`config.mk`:
```
export PLATFORM = sky130hd
export DESIGN_NAME = sndbus_logger
export DESIGN_NICKNAME = d
export VERILOG_FILES = /design/src/rtl/sndlog_pkg.sv /design/src/rtl/sndlog_sync.sv /design/src/rtl/sndlog_detect.sv /design/src/rtl/sndlog_pair.sv /design/src/rtl/sndlog_writer.sv /design/src/rtl/sndbus_logger.sv
export SDC_FILE = /design/constraint.sdc
export NUM_CORES = 1
export LEC_CHECK = 0
export BUFFER_PORTS_ARGS = -buffer_cell sky130_fd_sc_hd__buf_4
export CORE_MARGIN = 4
export CORE_UTILIZATION = 44
export DETAILED_ROUTE_END_ITERATION = 8
export PLACE_DENSITY = 0.74
export SETUP_SLACK_MARGIN = 0.05
export SLEW_MARGIN = 30
export SYNTH_ARGS = -nofsm -noshare
export SYNTH_HDL_FRONTEND = slang
export SYNTH_HIERARCHICAL = 1
export SYNTH_SLANG_ARGS = --single-unit
```
`constraint.sdc`:
```
create_clock -name clk -period 2.15 [get_ports clk]
set_input_delay 0.43 -clock clk [delete_from_list [all_inputs] [get_ports clk]]
set_output_delay 0.43 -clock clk [all_outputs]
set_load 0.05 [all_outputs]
```
`src/rtl/sndlog_pkg.sv`:
```
package sndlog_pkg;

    typedef enum logic [1:0] {
        ST_IDLE = 2'd0,
        ST_REC  = 2'd1,
        ST_CNT  = 2'd2,
        ST_FULL = 2'd3
    } wr_state_t;

endpackage

```
`src/rtl/sndlog_sync.sv`:
```
module sndlog_sync #(
    parameter int          W       = 1,
    parameter logic [W-1:0] RST_VAL = '0
) (
    input  logic         clk,
    input  logic         rst_n,
    input  logic [W-1:0] async_in,
    output logic [W-1:0] sync_out
);
    for (genvar b = 0; b < W; b++) begin : g_bit
        logic meta_q;
        logic stab_q;
        always_ff @(posedge clk or negedge rst_n) begin
            if (!rst_n) begin
                meta_q <= RST_VAL[b];
                stab_q <= RST_VAL[b];
            end else begin
                meta_q <= async_in[b];
                stab_q <= meta_q;
            end
        end
        assign sync_out[b] = stab_q;
    end
endmodule

```
`src/rtl/sndlog_detect.sv`:
```
module sndlog_detect #(
    parameter int DW      = 8,
    parameter int MIN_LOW = 2
) (
    input  logic          clk,
    input  logic          rst_n,
    input  logic          cs_s,
    input  logic          wr_s,
    input  logic          a0_s,
    input  logic [DW-1:0] d_s,
    output logic          txn_v,
    output logic          txn_a0,
    output logic [DW-1:0] txn_d
);
    localparam int LW = $clog2(MIN_LOW + 1) + 1;

    logic          cs_d;
    logic [LW-1:0] low_cnt;
    logic          wr_seen;
    logic          snap_a0;
    logic [DW-1:0] snap_d;
    logic          cs_rise;
    logic          long_enough;

    assign cs_rise     = cs_s && !cs_d;
    assign long_enough = (low_cnt >= LW'(MIN_LOW));

    always_ff @(posedge clk or negedge rst_n) begin
        if (!rst_n) begin
            cs_d    <= 1'b1;
            low_cnt <= '0;
            wr_seen <= 1'b0;
            snap_a0 <= 1'b0;
            snap_d  <= '0;
            txn_v   <= 1'b0;
            txn_a0  <= 1'b0;
            txn_d   <= '0;
        end else begin
            cs_d  <= cs_s;
            txn_v <= 1'b0;
            if (!cs_s) begin
                if (!long_enough) low_cnt <= low_cnt + 1'b1;
                if (!wr_s) begin
                    wr_seen <= 1'b1;
                    snap_a0 <= a0_s;
                    snap_d  <= d_s;
                end
            end else if (cs_rise) begin
                txn_v   <= wr_seen && long_enough;
                txn_a0  <= snap_a0;
                txn_d   <= snap_d;
                low_cnt <= '0;
                wr_seen <= 1'b0;
            end
        end
    end

    // a transaction follows a select that was high in the previous cycle
    p_rise_only_r1: assert property (@(posedge clk) disable iff (!rst_n)
        txn_v |-> $past(cs_s));

    // minimum low time must hold for the pulse
    initial begin
        p_min_low_r2: assert (MIN_LOW >= 2);
    end
endmodule

```
`src/rtl/sndlog_pair.sv`:
```
module sndlog_pair #(
    parameter int DW = 8
) (
    input  logic              clk,
    input  logic              rst_n,
    input  logic              txn_v,
    input  logic              txn_a0,
    input  logic [DW-1:0]     txn_d,
    input  logic [2**DW-1:0]  reg_mask,
    output logic              rec_v,
    output logic [2*DW-1:0]   rec_word
);
    logic [DW-1:0] reg_q;
    logic          reg_ok;

    always_ff @(posedge clk or negedge rst_n) begin
        if (!rst_n) begin
            reg_q    <= '0;
            reg_ok   <= 1'b0;
            rec_v    <= 1'b0;
            rec_word <= '0;
        end else begin
            rec_v <= 1'b0;
            if (txn_v) begin
                if (!txn_a0) begin
                    reg_q  <= txn_d;
                    reg_ok <= 1'b1;
                end else if (reg_ok) begin
                    rec_v    <= reg_mask[reg_q];
                    rec_word <= {reg_q, txn_d};
                end
            end
        end
    end

    // a record only follows a data-port transaction
    p_pair_data_r3: assert property (@(posedge clk) disable iff (!rst_n)
        rec_v |-> $past(txn_v && txn_a0));

    // a record only for a register enabled in the mask
    p_filter_r4: assert property (@(posedge clk) disable iff (!rst_n)
        rec_v |-> $past(reg_mask[reg_q]));
endmodule

```
`src/rtl/sndlog_writer.sv`:
```
module sndlog_writer
    import sndlog_pkg::*;
#(
    parameter int AW = 10,
    parameter int WW = 16
) (
    input  logic          clk,
    input  logic          rst_n,
    input  logic          cap_en,
    input  logic          rec_v,
    input  logic [WW-1:0] rec_word,
    output logic [AW-1:0] mem_addr,
    output logic [WW-1:0] mem_wdata,
    output logic          mem_we,
    output logic          full
);
    localparam logic [AW-1:0] LAST = {AW{1'b1}};

    wr_state_t     state_q, state_n;
    logic [AW-1:0] ptr_q;
    logic [WW-1:0] cnt_q;
    logic [WW-1:0] rec_q;
    logic          hit_last_q;

    always_comb begin
        state_n = state_q;
        unique case (state_q)
            ST_IDLE: if (rec_v && cap_en) state_n = ST_REC;
            ST_REC:  state_n = ST_CNT;
            ST_CNT:  state_n = hit_last_q ? ST_FULL : ST_IDLE;
            ST_FULL: state_n = ST_FULL;
        endcase
    end

    always_ff @(posedge clk or negedge rst_n) begin
        if (!rst_n) state_q <= ST_IDLE;
        else        state_q <= state_n;
    end

    always_ff @(posedge clk or negedge rst_n) begin
        if (!rst_n) begin
            ptr_q      <= AW'(1);
            cnt_q      <= '0;
            rec_q      <= '0;
            hit_last_q <= 1'b0;
        end else begin
            if (state_q == ST_IDLE && rec_v && cap_en) begin
                rec_q <= rec_word;
                cnt_q <= cnt_q + 1'b1;
            end
            if (state_q == ST_REC) begin
                if (ptr_q == LAST) hit_last_q <= 1'b1;
                else               ptr_q      <= ptr_q + 1'b1;
            end
        end
    end

    always_comb begin
        mem_we    = 1'b0;
        mem_addr  = '0;
        mem_wdata = '0;
        full      = 1'b0;
        unique case (state_q)
            ST_IDLE: ;
            ST_REC: begin
                mem_we    = 1'b1;
                mem_addr  = ptr_q;
                mem_wdata = rec_q;
            end
            ST_CNT: begin
                mem_we    = 1'b1;
                mem_wdata = cnt_q;
            end
            ST_FULL: full = 1'b1;
        endcase
    end

    // every record write is followed by the count write at address 0
    p_count_follows_r5: assert property (@(posedge clk) disable iff (!rst_n)
        (mem_we && mem_addr != '0) |=> (mem_we && mem_addr == '0));

    // full is sticky
    p_full_sticky_r7: assert property (@(posedge clk) disable iff (!rst_n)
        full |=> full);

    // nothing is written once full
    p_no_overflow_r7: assert property (@(posedge clk) disable iff (!rst_n)
        full |-> !mem_we);

    // a record write needs the enable in the cycle it was accepted
    p_enable_r6: assert property (@(posedge clk) disable iff (!rst_n)
        (mem_we && mem_addr != '0) |-> $past(cap_en));

    initial begin
        p_width_r5: assert (AW < WW);
    end
endmodule

```
`src/rtl/sndbus_logger.sv`:
```
module sndbus_logger #(
    parameter int AW      = 10,
    parameter int DW      = 8,
    parameter int MIN_LOW = 2
) (
    input  logic              clk,
    input  logic              rst_n,
    input  logic              cap_en,
    input  logic [2**DW-1:0]  reg_mask,
    input  logic              bus_cs_n,
    input  logic              bus_wr_n,
    input  logic              bus_a0,
    input  logic [DW-1:0]     bus_d,
    output logic [AW-1:0]     mem_addr,
    output logic [2*DW-1:0]   mem_wdata,
    output logic              mem_we,
    output logic              full
);
    localparam int SW = DW + 3;
    localparam logic [SW-1:0] SYNC_RST = {2'b11, 1'b0, {DW{1'b0}}};

    logic [SW-1:0]   sync_v;
    logic            txn_v;
    logic            txn_a0;
    logic [DW-1:0]   txn_d;
    logic            rec_v;
    logic [2*DW-1:0] rec_word;

    sndlog_sync #(.W(SW), .RST_VAL(SYNC_RST)) u_sync (
        .clk      (clk),
        .rst_n    (rst_n),
        .async_in ({bus_cs_n, bus_wr_n, bus_a0, bus_d}),
        .sync_out (sync_v)
    );

    sndlog_detect #(.DW(DW), .MIN_LOW(MIN_LOW)) u_detect (
        .clk    (clk),
        .rst_n  (rst_n),
        .cs_s   (sync_v[DW+2]),
        .wr_s   (sync_v[DW+1]),
        .a0_s   (sync_v[DW]),
        .d_s    (sync_v[DW-1:0]),
        .txn_v  (txn_v),
        .txn_a0 (txn_a0),
        .txn_d  (txn_d)
    );

    sndlog_pair #(.DW(DW)) u_pair (
        .clk      (clk),
        .rst_n    (rst_n),
        .txn_v    (txn_v),
        .txn_a0   (txn_a0),
        .txn_d    (txn_d),
        .reg_mask (reg_mask),
        .rec_v    (rec_v),
        .rec_word (rec_word)
    );

    sndlog_writer #(.AW(AW), .WW(2*DW)) u_writer (
        .clk       (clk),
        .rst_n     (rst_n),
        .cap_en    (cap_en),
        .rec_v     (rec_v),
        .rec_word  (rec_word),
        .mem_addr  (mem_addr),
        .mem_wdata (mem_wdata),
        .mem_we    (mem_we),
        .full      (full)
    );
endmodule

```
==> results of run 1 <==
-- kinds of logic after synthesis --
logic type | Yosys count | share of synthesized area, %
compound gates | 84 | 8.21
xor+xnor | 19 | 2.36
fa+ha+maj | 9 | 1.60
buf+inv | 63 | 4.82
flops | 117 | 41.6
mux | 117 | 26.9
simple gates | 201 | 14.5
-- synthesized netlist by cell type, drive strengths merged, types with 12 or more instances --
master and number:
dfrtp 111, nand2 93, mux4 54, mux2 40, buf 34, nor2b 24, mux2i 23, a22oi 22
nand3 19, a21oi 16, clkbuf 16, nor2 14, o21ai 13, inv 12
-- layer usage --
metal | vias up | GRT usage (%) | wire, um
met4 | 4 | 13.3 | 1160
met3 | 68 | 5.92 | 1750
met1 | 3108 | 33.9 | 9220
li1 | 2927 | - | -
met5 | - | 0 | 18
met2 | 319 | 44.5 | 12300
-- path summary, 6_finish.rpt --
kind / start / endpoint / slack (ns) / cells past startpoint
worst max-delay path: u_pair/reg_q[0]$_DFFE_PN0P_ / u_pair/rec_v$_DFF_PN0_ / -0.29 / 8
worst min-delay path: bus_d[2] / u_sync/g_bit[2].meta_q$_DFF_PN0_ / 0.11 / 1
worst max register to register: u_pair/reg_q[0]$_DFFE_PN0P_ / u_pair/rec_v$_DFF_PN0_ / -0.29 / 8
worst min register to register: u_sync/g_bit[7].meta_q$_DFF_PN0_ / u_sync/g_bit[7].stab_q$_DFF_PN0_ / 0.35 / 0
max in group asynchronous: rst_n / u_writer/ptr_q[0]$_DFFE_PN1P_ / 0.96 / 3
min in group asynchronous: rst_n / u_writer/cnt_q[8]$_DFFE_PN0P_ / 0.54 / 2
-- stage by stage --
step | std cells | instance area (um2) | power, mW | hold slack, ns
after floorplan | 610 | 7130 | 6.61 | 0.134
after global placement | 1119 | 9770 | 8.40 | 0.332
after detailed placement | 1119 | 9770 | 8.50 | 0.336
after CTS | 1168 | 10800 | 12.0 | 0.0969
after global routing | 1169 | 10900 | 12.7 | 0.0984
final | 1170 | 10900 | 12.1 | 0.112
-- what timing repair did --
item,4_1_cts,5_1_grt
hold endpoints to repair,32,0
hold buffers,1,0
gates cloned,3,0
gates resized for setup,67,22
setup endpoints to repair,28,22
pin swaps,8,1
setup buffers,14,1
-- area by class of cell --
cell class                 count  area, um2
clock buffer                  17        425
fill                        1240       4910
multi-input combinational    430       4050
antenna                        1       2.50
sequential                   117       2940
inverter                      13       51.3
tap                          216        270
clock inverter                15        135
timing repair buffer         361       2980
-- placed cells by master, fill, tap and decap left out, types with 4 or more instances in the layout --
cell,netlist,layout
sky130_fd_sc_hd__nand4_1,5,5
sky130_fd_sc_hd__inv_8,0,4
sky130_fd_sc_hd__or4_1,4,4
sky130_fd_sc_hd__nand3_1,19,19
sky130_fd_sc_hd__o21ai_0,11,11
sky130_fd_sc_hd__xnor2_1,10,10
sky130_fd_sc_hd__mux2_2,38,38
sky130_fd_sc_hd__nor3_1,4,4
sky130_fd_sc_hd__clkbuf_16,0,17
sky130_fd_sc_hd__mux2i_1,23,23
sky130_fd_sc_hd__buf_4,15,318
sky130_fd_sc_hd__buf_12,1,8
sky130_fd_sc_hd__and3_1,8,8
sky130_fd_sc_hd__buf_8,0,6
sky130_fd_sc_hd__xor2_1,9,9
sky130_fd_sc_hd__o211ai_1,5,5
sky130_fd_sc_hd__nand2b_1,5,5
sky130_fd_sc_hd__a22oi_1,22,6
sky130_fd_sc_hd__nand2_1,92,92
sky130_fd_sc_hd__dfstp_2,6,6
sky130_fd_sc_hd__dfrtp_1,111,108
sky130_fd_sc_hd__inv_6,0,5
sky130_fd_sc_hd__inv_1,11,9
sky130_fd_sc_hd__nor2_1,13,13
sky130_fd_sc_hd__and2_1,10,6
sky130_fd_sc_hd__and2_4,0,4
sky130_fd_sc_hd__buf_6,2,27
sky130_fd_sc_hd__a21oi_1,16,16
sky130_fd_sc_hd__a22oi_2,0,16
sky130_fd_sc_hd__o22ai_1,6,6
sky130_fd_sc_hd__nor2b_1,24,8
sky130_fd_sc_hd__mux4_2,54,54
sky130_fd_sc_hd__ha_1,9,6
sky130_fd_sc_hd__nor2b_4,0,16
-- critical path: stages (launching register included) --
cell and delay (ns):
sky130_fd_sc_hd__dfrtp_4 0.49, sky130_fd_sc_hd__buf_12 0.16, sky130_fd_sc_hd__buf_4 0.14, sky130_fd_sc_hd__mux4_2 0.42
sky130_fd_sc_hd__nand3_1 0.11, sky130_fd_sc_hd__a311oi_1 0.11, sky130_fd_sc_hd__o41ai_2 0.46, sky130_fd_sc_hd__o41ai_2 0.16
sky130_fd_sc_hd__a32o_1 0.27
-- state kept, by name (all words and copies together), names as in the netlist --
name and flops:
u_writer/cnt_q 16, u_detect/snap_d 8, u_writer/state_q 2, u_detect/wr_seen 1
u_writer/ptr_q 10, u_detect/low_cnt 3, u_detect/cs_d 1, u_writer/rec_q 16
u_pair/rec_v 1, u_pair/reg_ok 1, u_detect/snap_a0 1, u_detect/txn_v 1
u_pair/rec_word 16, u_writer/hit_last_q 1, u_sync/g_bit.stab_q 11, u_sync/g_bit.meta_q 11
u_detect/txn_a0 1, u_detect/txn_d 8, u_pair/reg_q 8
-- power by group through the flow --
stage | registers (mW) | logic, mW | clock network (mW)
CTS | 2.97 | 6.28 | 2.72
global placement | 2.97 | 5.43 | 0
floorplan | 2.86 | 3.75 | 0
detailed placement | 2.99 | 5.50 | 0
global route | 3.04 | 6.84 | 2.82
finish | 2.97 | 6.44 | 2.68
==> metrics.log, run 1 <==
INFO  metric clock_sinks = ~120
INFO  metric tritoncts = done
INFO  metric cellInternalPower = 7.58 mW
INFO  metric yosys_warnings = 6
INFO  metric area_delta_synth_final = 53.9%
INFO  metric hold_path_class = input pin to flip-flop
INFO  metric drtAntennaViolNets = 0
INFO  metric postRouteWirelength = roughly 24000 um
INFO  metric clock_tree.root_cell = sky130_fd_sc_hd__clkbuf_16
INFO  metric synth_seq_cells = 117
INFO  metric avgViaCountPerCell = 5.49
INFO  metric worstSetupPathType = flip-flop to flip-flop
INFO  metric via_count = 6426
INFO  metric share_comb_of_total_power = 53.3%
INFO  metric setup_ws = -0.290 ns
INFO  metric finalClockSkew = about 0.0094 ns
INFO  metric port_buffer_count = ~300
INFO  metric ys_types = 62
INFO  metric grt_pass1_wl = 37200 um
INFO  metric cp.arrival = 2.75 ns
INFO  metric die_height = 135 um
INFO  metric place_hpwl = roughly 19000 um
INFO  metric finalMaxSlewViolations = 0
INFO  metric first_iter_violations = 398
INFO  metric die_w = 135 um
INFO  metric post_synth_main_area_contributors = sky130_fd_sc_hd__dfrtp_1 39%, sky130_fd_sc_hd__mux4_2 17%, sky130_fd_sc_hd__mux2_2 6.1%, sky130_fd_sc_hd__nand2_1 4.9%, sky130_fd_sc_hd__mux2i_1 3.3%
INFO  metric cp-start-kind = flip-flop
INFO  metric post-synth-top-area-fraction = 39.4%
INFO  metric groute.usage.overall = 27.0%
INFO  metric critical_path_maximum_fanout = 10
INFO  metric setup-violations-final = 3
INFO  metric timing.final.crit_share = 114%
INFO  metric layout_min_cycle_time = 2.44 ns
INFO  metric synthesis.nets = between 800 and 900
INFO  metric die-area = 18100 um2
INFO  metric status = finished with violations
INFO  metric final_core_utilization = approximately 69%
INFO  metric gp_congestion = 0.888
INFO  metric net_switching_fraction_of_the_power = 37.3%
INFO  metric switchingPower = 4.51 mW
INFO  metric cts-root-to-sink-buffers = 2
INFO  metric pin_count_of_the_biggest_net_entering_global_routing = 40
INFO  metric num_rows = 46
INFO  metric mappedNetlistArea = about 7000 um2
INFO  metric power_density = 1110 nW/um2
INFO  metric drv_cap = 0
INFO  metric setup.worst_path.end_class = flip-flop
INFO  metric max_freq = 0.410 GHz
INFO  metric timing_worst_slew_pin_value = 0.504 ns
INFO  metric synth-edff-count = 0
INFO  metric drt-wirelength-per-cell = 20.9 um
INFO  metric core-area = 15800 um2
INFO  metric overflow = 0
INFO  metric cts_max_level = 4
INFO  metric tns = -0.313 ns
INFO  metric synthCells = 610
INFO  metric peakVddDrop = 0.652 mV
INFO  metric grt_setup_unrepaired = true
INFO  metric report.final.hold_viol_count = 0
INFO  metric postSynthAreaPerCell = 11.6 um2
INFO  metric pin_count = approximately 300
INFO  metric violations_in_the_final_reports = negative setup slack
INFO  metric worst_skew_pair.late_latency = 0.42 ns
INFO  metric sequentialPowerShare = 24.6%
INFO  metric ys_async_sr_fraction = between 90% and 100%
INFO  metric drc = 0
INFO  metric cts_clk_pin_slew_worst_paths = 0.06 ns
INFO  metric relSlewSlack = between 60 and 70%
INFO  metric worst_setup_slack_after_placement = -0.308 ns
INFO  metric initial_core_util = about 45%
INFO  metric leakagePower = slightly above 5 nW
INFO  metric number_of_antenna_violations_at_the_first_check_in_global_routing = 2
INFO  metric first_global_vias = 6853
INFO  metric synthDominantAreaCellType = sky130_fd_sc_hd__dfrtp_1
INFO  metric final_net_count = 1219
INFO  metric cts_made_buffers = 17
INFO  metric dominantRegCellSynth = sky130_fd_sc_hd__dfrtp_1
INFO  metric synth-seq-area-share = 41.6%
INFO  metric post_route_cells_drive_above_1_share = between 50% and 60%
INFO  metric power.share.clock = 22.1%
INFO  metric dr.pass1.iters = 5
INFO  metric required = 2.46 ns
Power figures use the tool's default switching activity.
==> inputs of run 2 (changes only) <==
Clock period 2.15 ns to 2 ns, I/O delays scaled along.
==> metrics.log, run 2 (synthesis results as in run 1) <==
INFO  metric worst_skew_pair.late_latency = 0.41 ns
INFO  metric fillers = between 1000 and 1500
INFO  metric peakVddDrop = between 0.8 and 0.9 mV
INFO  metric critical_path_buf_inv_count = 1
INFO  metric final_net_count = between 1000 and 1500
INFO  metric drv_cap = 0
INFO  metric max_freq = 0.402 GHz
INFO  metric cts-root-to-sink-buffers = 2
INFO  metric num_rows = 46
INFO  metric finalMaxSlewViolations = 0
INFO  metric finalClockSkew = about 0.0069 ns
INFO  metric relSlewSlack = 63.5%
INFO  metric die-area = 18100 um2
INFO  metric smallest_hold_slack = 0.0880 ns
INFO  metric clock_sinks = roughly 120
INFO  metric slowest_library_cell_on_the_worst_path = sky130_fd_sc_hd__mux4_2
INFO  metric cts_made_buffers = 17
INFO  metric violations_in_the_final_reports = negative setup slack
INFO  metric path_delay_family = compound AO/OA/AOI/OAI gates
INFO  metric worstSetupPathType = flip-flop to flip-flop
INFO  metric overflow = 0
INFO  metric number_of_antenna_violations_at_the_first_check_in_global_routing = 3
INFO  metric die_w = 135 um
INFO  metric hp-start = bus_cs_n
INFO  metric die_height = 135 um
INFO  metric crit_top_cell = sky130_fd_sc_hd__o41ai_2
INFO  metric pin_count = about 300
INFO  metric drt-wirelength-per-cell = 21.0 um
INFO  metric clock_tree.root_cell = sky130_fd_sc_hd__clkbuf_16
INFO  metric multi_input_area = 4100 um2
INFO  metric hold_path_class = input pin to flip-flop
INFO  metric timing_worst_slew_pin_value = 0.547 ns
INFO  metric required = around 2.3 ns
INFO  metric grt_pass1_wl = 37600 um
INFO  metric postRouteWirelength = roughly 25000 um
INFO  metric tns = -4.05 ns
INFO  metric area_delta_synth_final = 58.8%
INFO  metric core-area = 15800 um2
INFO  metric pin_count_of_the_biggest_net_entering_global_routing = 38
INFO  metric first_iter_violations = 353
INFO  metric cp-start-kind = flip-flop
INFO  metric design_power_total = 13.6 mW
INFO  metric groute.usage.overall = 27.3%
INFO  metric cts_clk_pin_slew_worst_paths = around 0.060 ns
INFO  metric worst_setup_path_startpoint = u_pair/reg_q[0]$_DFFE_PN0P_
INFO  metric layout_min_cycle_time = 2.49 ns
INFO  metric gp_congestion = around 0.90
INFO  metric area_taken_by_flip_flops_and_latches = around 3000 um2
INFO  metric cts_max_level = 4
INFO  metric initial_core_util = between 40% and 50%
INFO  metric status = finished with violations
INFO  metric post_route_cells_drive_above_1_share = 60.3%
INFO  metric tritoncts = done
INFO  metric via_count = roughly 6500
INFO  metric avgViaCountPerCell = about 5.4
INFO  metric place_hpwl = 19600 um
INFO  metric mostFrequentLayoutCell = sky130_fd_sc_hd__buf_4
INFO  metric layout_common_cells = 331 x sky130_fd_sc_hd__buf_4, 108 x sky130_fd_sc_hd__dfrtp_1, 91 x sky130_fd_sc_hd__nand2_1
INFO  metric power_density = about 1200 nW/um2
INFO  metric leakagePower = approximately 5.2 nW
INFO  metric dr.pass1.iters = 5
INFO  metric grt_setup_unrepaired = true
INFO  metric postLayoutCellArea = between 10000 and 15000 um2
INFO  metric crit_chain = buf_6 -> mux4_2 -> a22oi_2 -> a311oi_2 -> o41ai_2 -> o41ai_2 -> a32o_2
INFO  metric drtAntennaViolNets = 0
INFO  metric top_regs = u_pair/rec_word x16, u_writer/cnt_q x16, u_writer/rec_q x16
INFO  metric timing.final.crit_share = 124%
INFO  metric worst_reg2reg_path_startpoint = u_pair/reg_q[0]$_DFFE_PN0P_
INFO  metric setup-violations-final = 29
INFO  metric report.final.hold_viol_count = 0
INFO  metric cp_slowest_stage_delay = 0.56 ns
INFO  metric setup_ws = -0.486 ns
INFO  metric port_buffer_count = around 300
INFO  metric placement.cell_area = 9950 um2
INFO  metric setup.reg_to_reg.worst_slack = -0.49 ns
INFO  metric drc = 0
INFO  metric setup.worst_path.end_class = flip-flop
INFO  metric critical_path_maximum_fanout = 7
INFO  metric cp.arrival = approximately 2.8 ns
INFO  metric first_global_vias = ~7000
[run 2: changes by cell type in the layout (fill, tap and decap cells not counted), moves of 3 or more]
cell | before | now
sky130_fd_sc_hd__buf_4 | 318 | 331
sky130_fd_sc_hd__buf_8 | 6 | 13
sky130_fd_sc_hd__and2_1 | 6 | 1
sky130_fd_sc_hd__and2_4 | 4 | 9
sky130_fd_sc_hd__buf_12 | 8 | 11
[run 2: worst paths after layout]
kind | to | depth (start not counted)
max in group asynchronous | u_writer/ptr_q[0]$_DFFE_PN1P_ | 3
min | u_sync/g_bit[10].meta_q$_DFF_PN1_ | 1
min in group asynchronous | u_writer/cnt_q[12]$_DFFE_PN0P_ | 2
max reg2reg | u_pair/rec_v$_DFF_PN0_ | 7
max | u_pair/rec_v$_DFF_PN0_ | 7
min reg2reg | u_sync/g_bit[7].stab_q$_DFF_PN0_ | 0
[run 2: metrics by stage]
stage          instances  util [%]  setup slack, ns
2_1_floorplan        610         -           -0.117
3_3_place_gp        1131      63.1           -0.415
3_5_place_dp        1131      63.1           -0.512
4_1_cts             1187      70.3           -0.433
5_1_grt             1196      71.0           -0.582
6_report            1196      71.0           -0.486
[run 2: final cells by class]
| cell class | count | area share (%) |
|---|---|---|
| clock inverters | 15 | 1.36 |
| clock buffers | 17 | 3.80 |
| well taps | 216 | 2.41 |
| flip-flops and latches | 117 | 26.3 |
| diodes | 3 | 0.0670 |
| multi-input cells | 430 | 36.6 |
| inverters | 13 | 0.480 |
| repair buffers | 385 | 29.0 |
[run 2: repair_timing]
action / CTS / global route
setup buffers: 20 / 9
endpoints found under the hold margin: 31 / 0
cloned: 3 / 0
gates resized for setup: 85 / 25
pin swaps: 7 / 11
hold buffers: 1 / 0
endpoints found under the setup margin: 30 / 32
[run 2: metal layers]
| metal | wire length [um] | global-route usage (%) | vias up | share of wire (%) |
|---|---|---|---|---|
| met1 | 9570 | 32.9 | 3216 | 38 |
| met4 | 831 | 11.1 | 0 | 3.3 |
| met3 | 1390 | 6.45 | 52 | 5.5 |
| li1 | - | - | 2983 | - |
| met5 | 0 | 0 | - | 0 |
| met2 | 13400 | 47.2 | 262 | 53 |
[run 2: power breakdown]
group          total (mW)  internal, mW  leakage (nW)  switching [mW]
clock                2.93          1.66         0.284            1.26
sequential           3.27          2.81          1.48           0.462
combinational        7.38          4.12          3.48            3.26
==> inputs of run 3 (changes only) <==
Settings changed: BUFFER_PORTS_ARGS -buffer_cell sky130_fd_sc_hd__buf_4 to unset, CORE_UTILIZATION 44 to 58, DONT_BUFFER_PORTS set to 1, PLACE_DENSITY 0.74 to 0.73.
==> metrics.log, run 3 (synthesis results as in run 1) <==
INFO  metric core-area = 12000 um2
INFO  metric via_count = 5826
INFO  metric amount_of_wire_on_met2_after_detailed_routing = 12300 um
INFO  metric layout_common_cells = 108 x sky130_fd_sc_hd__dfrtp_1, 91 x sky130_fd_sc_hd__nand2_1, 54 x sky130_fd_sc_hd__mux4_2
INFO  metric cp-start-kind = flip-flop
INFO  metric setup-violations-final = 22
INFO  metric pin_count_of_the_biggest_net_entering_global_routing = 118
INFO  metric wl_met3 = 2310 um
INFO  metric finalClockSkew = 0.0103 ns
INFO  metric grt_setup_unrepaired = true
INFO  metric design_power_total = 13.2 mW
INFO  metric setup.reg_to_reg.worst_slack = -0.49 ns
INFO  metric worst_skew_pair.late_latency = ~0.41 ns
INFO  metric groute.usage.overall = approximately a third
INFO  metric first_global_vias = 5792
INFO  metric worstSetupPathDepth = 8
INFO  metric timing_worst_slew_pin_value = 0.583 ns
INFO  metric hold_path_class = input pin to async pin
INFO  metric cp_slowest_stage_delay = 0.55 ns
INFO  metric postRouteWirelength = 24100 um
INFO  metric cts-root-to-sink-buffers = 2
INFO  metric required = about 2.3 ns
INFO  metric grt_pass1_wl = 34100 um
INFO  metric mostFrequentLayoutCell = sky130_fd_sc_hd__dfrtp_1
INFO  metric pin_count = 298
INFO  metric peakVddDrop = roughly 1.0 mV
INFO  metric report.final.hold_viol_count = about 120
INFO  metric critical_path_buf_inv_count = 2
INFO  metric top_regs = u_pair/rec_word x16, u_writer/cnt_q x16, u_writer/rec_q x16
INFO  metric place_hpwl = 17200 um
INFO  metric critical_path_maximum_fanout = 8
INFO  metric layout_min_cycle_time = 2.49 ns
INFO  metric setup_ws = -0.487 ns
INFO  metric worst_reg2reg_path_startpoint = u_pair/reg_q[0]$_DFFE_PN0P_
INFO  metric finalMaxSlewViolations = 0
INFO  metric setup.worst_path.end_class = flip-flop
INFO  metric drtAntennaViolNets = 0
INFO  metric maxUsedRoutingLayer = met5
INFO  metric relSlewSlack = slightly above 60%
INFO  metric die_w = ~120 um
INFO  metric post_route_cells_drive_above_1_share = 42.6%
INFO  metric cp.arrival = 2.78 ns
INFO  metric slowest_library_cell_on_the_worst_path = sky130_fd_sc_hd__dfrtp_4
INFO  metric crit_chain = buf_12 -> buf_4 -> mux4_2 -> nand3_2 -> a311oi_2 -> o41ai_2 -> o41ai_1 -> a32o_1
INFO  metric worst_reg_to_reg_cells = 8
INFO  metric gp_congestion = a little under 1
INFO  metric number_of_antenna_violations_at_the_first_check_in_global_routing = 12
INFO  metric timing.final.crit_share = 124%
INFO  metric violations_in_the_final_reports = negative hold slack, negative setup slack
INFO  metric port_buffer_count = 0
INFO  metric clock_tree.root_cell = sky130_fd_sc_hd__clkbuf_16
INFO  metric dr.pass1.iters = 6
INFO  metric power_density = ~1400 nW/um2
INFO  metric first_iter_violations = 558
INFO  metric overflow = 0
INFO  metric status = finished with violations
INFO  metric die-area = 14000 um2
INFO  metric final_net_count = 964
INFO  metric initial_core_util = 59.0%
INFO  metric leakagePower = a little under 4 nW
INFO  metric cts_made_buffers = 17
INFO  metric wirelength_met1 = 8240 um
INFO  metric drc = 0
INFO  metric die_height = 118 um
INFO  metric tritoncts = done
INFO  metric area_delta_synth_final = 31.3%
INFO  metric drt-wirelength-per-cell = 28.1 um
INFO  metric smallest_hold_slack = -0.318 ns
INFO  metric num_rows = 40
INFO  metric cts_clk_pin_slew_worst_paths = roughly 0.06 ns
INFO  metric cts_max_level = 4
INFO  metric drv_cap = 0
INFO  metric timing.rr.end = u_pair/rec_v$_DFF_PN0_
INFO  metric clock_sinks = approximately 120
INFO  metric worst_setup_path_startpoint = u_pair/reg_q[0]$_DFFE_PN0P_
INFO  metric worstSetupPathType = flip-flop to flip-flop
INFO  metric avgViaCountPerCell = approximately 6.8
INFO  metric max_freq = 0.402 GHz
INFO  metric path_delay_family = compound AO/OA/AOI/OAI gates
[run 3: cell count changes in the layout (fill, tap and decap cells not counted), sizes merged]
| cell | change |
|---|---|
| clkbuf | +4 |
| diode | +10 |
| clkinvlp | +2 |
| dlygate4sd3 | +10 |
| inv | -9 |
| clkinv | +3 |
| buf | -291 |
| bufinv | +2 |
[run 3: timing repair]
item	4_1_cts	5_1_grt
gates cloned	1	2
hold buffers	2	9
buffers inserted	11	11
setup endpoints to repair	28	29
pin swaps	6	7
gates resized for setup	35	23
hold endpoints to repair	119	126
[run 3: metrics by stage]
step / instances / util (%) / setup slack, ns / TNS (ns) / instance area, um2
2_1_floorplan: 610 / - / -0.117 / -0.117 / 7190
3_3_place_gp: 777 / 67.0 / -0.526 / -0.533 / 8010
3_5_place_dp: 777 / 67.0 / -0.569 / -0.689 / 8010
4_1_cts: 823 / 74.5 / -0.450 / -2.32 / 8910
5_1_grt: 854 / 77.3 / -0.579 / -4.15 / 9250
6_report: 858 / 77.4 / -0.487 / -2.68 / 9260
[run 3: worst max path at each step]
stage	slack, ns	end
final	-0.49	u_pair/rec_v$_DFF_PN0_
after global routing	-0.58	u_pair/rec_v$_DFF_PN0_
after CTS	-0.45	u_pair/rec_v$_DFF_PN0_
after detailed placement	-0.57	u_pair/rec_v$_DFF_PN0_
after global placement	-0.53	u_pair/rec_v$_DFF_PN0_
after floorplan	-0.12	u_pair/rec_v$_DFF_PN0_
[run 3: cell type report]
| type | instances | area (um2) |
|---|---|---|
| multi-input cells | 430 | 4080 |
| inverters | 13 | 51.3 |
| flip-flops and latches | 117 | 2940 |
| clock inverters | 13 | 149 |
| clock buffers | 19 | 453 |
| well taps | 147 | 184 |
| repair buffers | 106 | 1370 |
| fillers | 700 | 2700 |
| diodes | 13 | 32.5 |
[run 3: layer usage]
layer | up-vias | GRT usage, %
met4 | 4 | 13.1
li1 | 2422 | -
met1 | 2908 | 39.1
met5 | - | 0
met2 | 411 | 53.3
met3 | 81 | 9.90
[run 3: worst register-to-register path, stage by stage (launching register included)]
cell and delay [ns]:
sky130_fd_sc_hd__dfrtp_4 0.55, sky130_fd_sc_hd__buf_12 0.17, sky130_fd_sc_hd__buf_4 0.14, sky130_fd_sc_hd__mux4_2 0.44, sky130_fd_sc_hd__nand3_2 0.11, sky130_fd_sc_hd__a311oi_2 0.13
sky130_fd_sc_hd__o41ai_2 0.43, sky130_fd_sc_hd__o41ai_1 0.14, sky130_fd_sc_hd__a32o_1 0.27
[run 3: power breakdown]
| part | internal [mW] | switching, mW | leakage, nW |
|---|---|---|---|
| clock network | 1.91 | 1.11 | 0.286 |
| registers | 2.81 | 0.466 | 1.48 |
| logic | 3.73 | 3.18 | 2.17 |
| total | 8.45 | 4.76 | 3.93 |
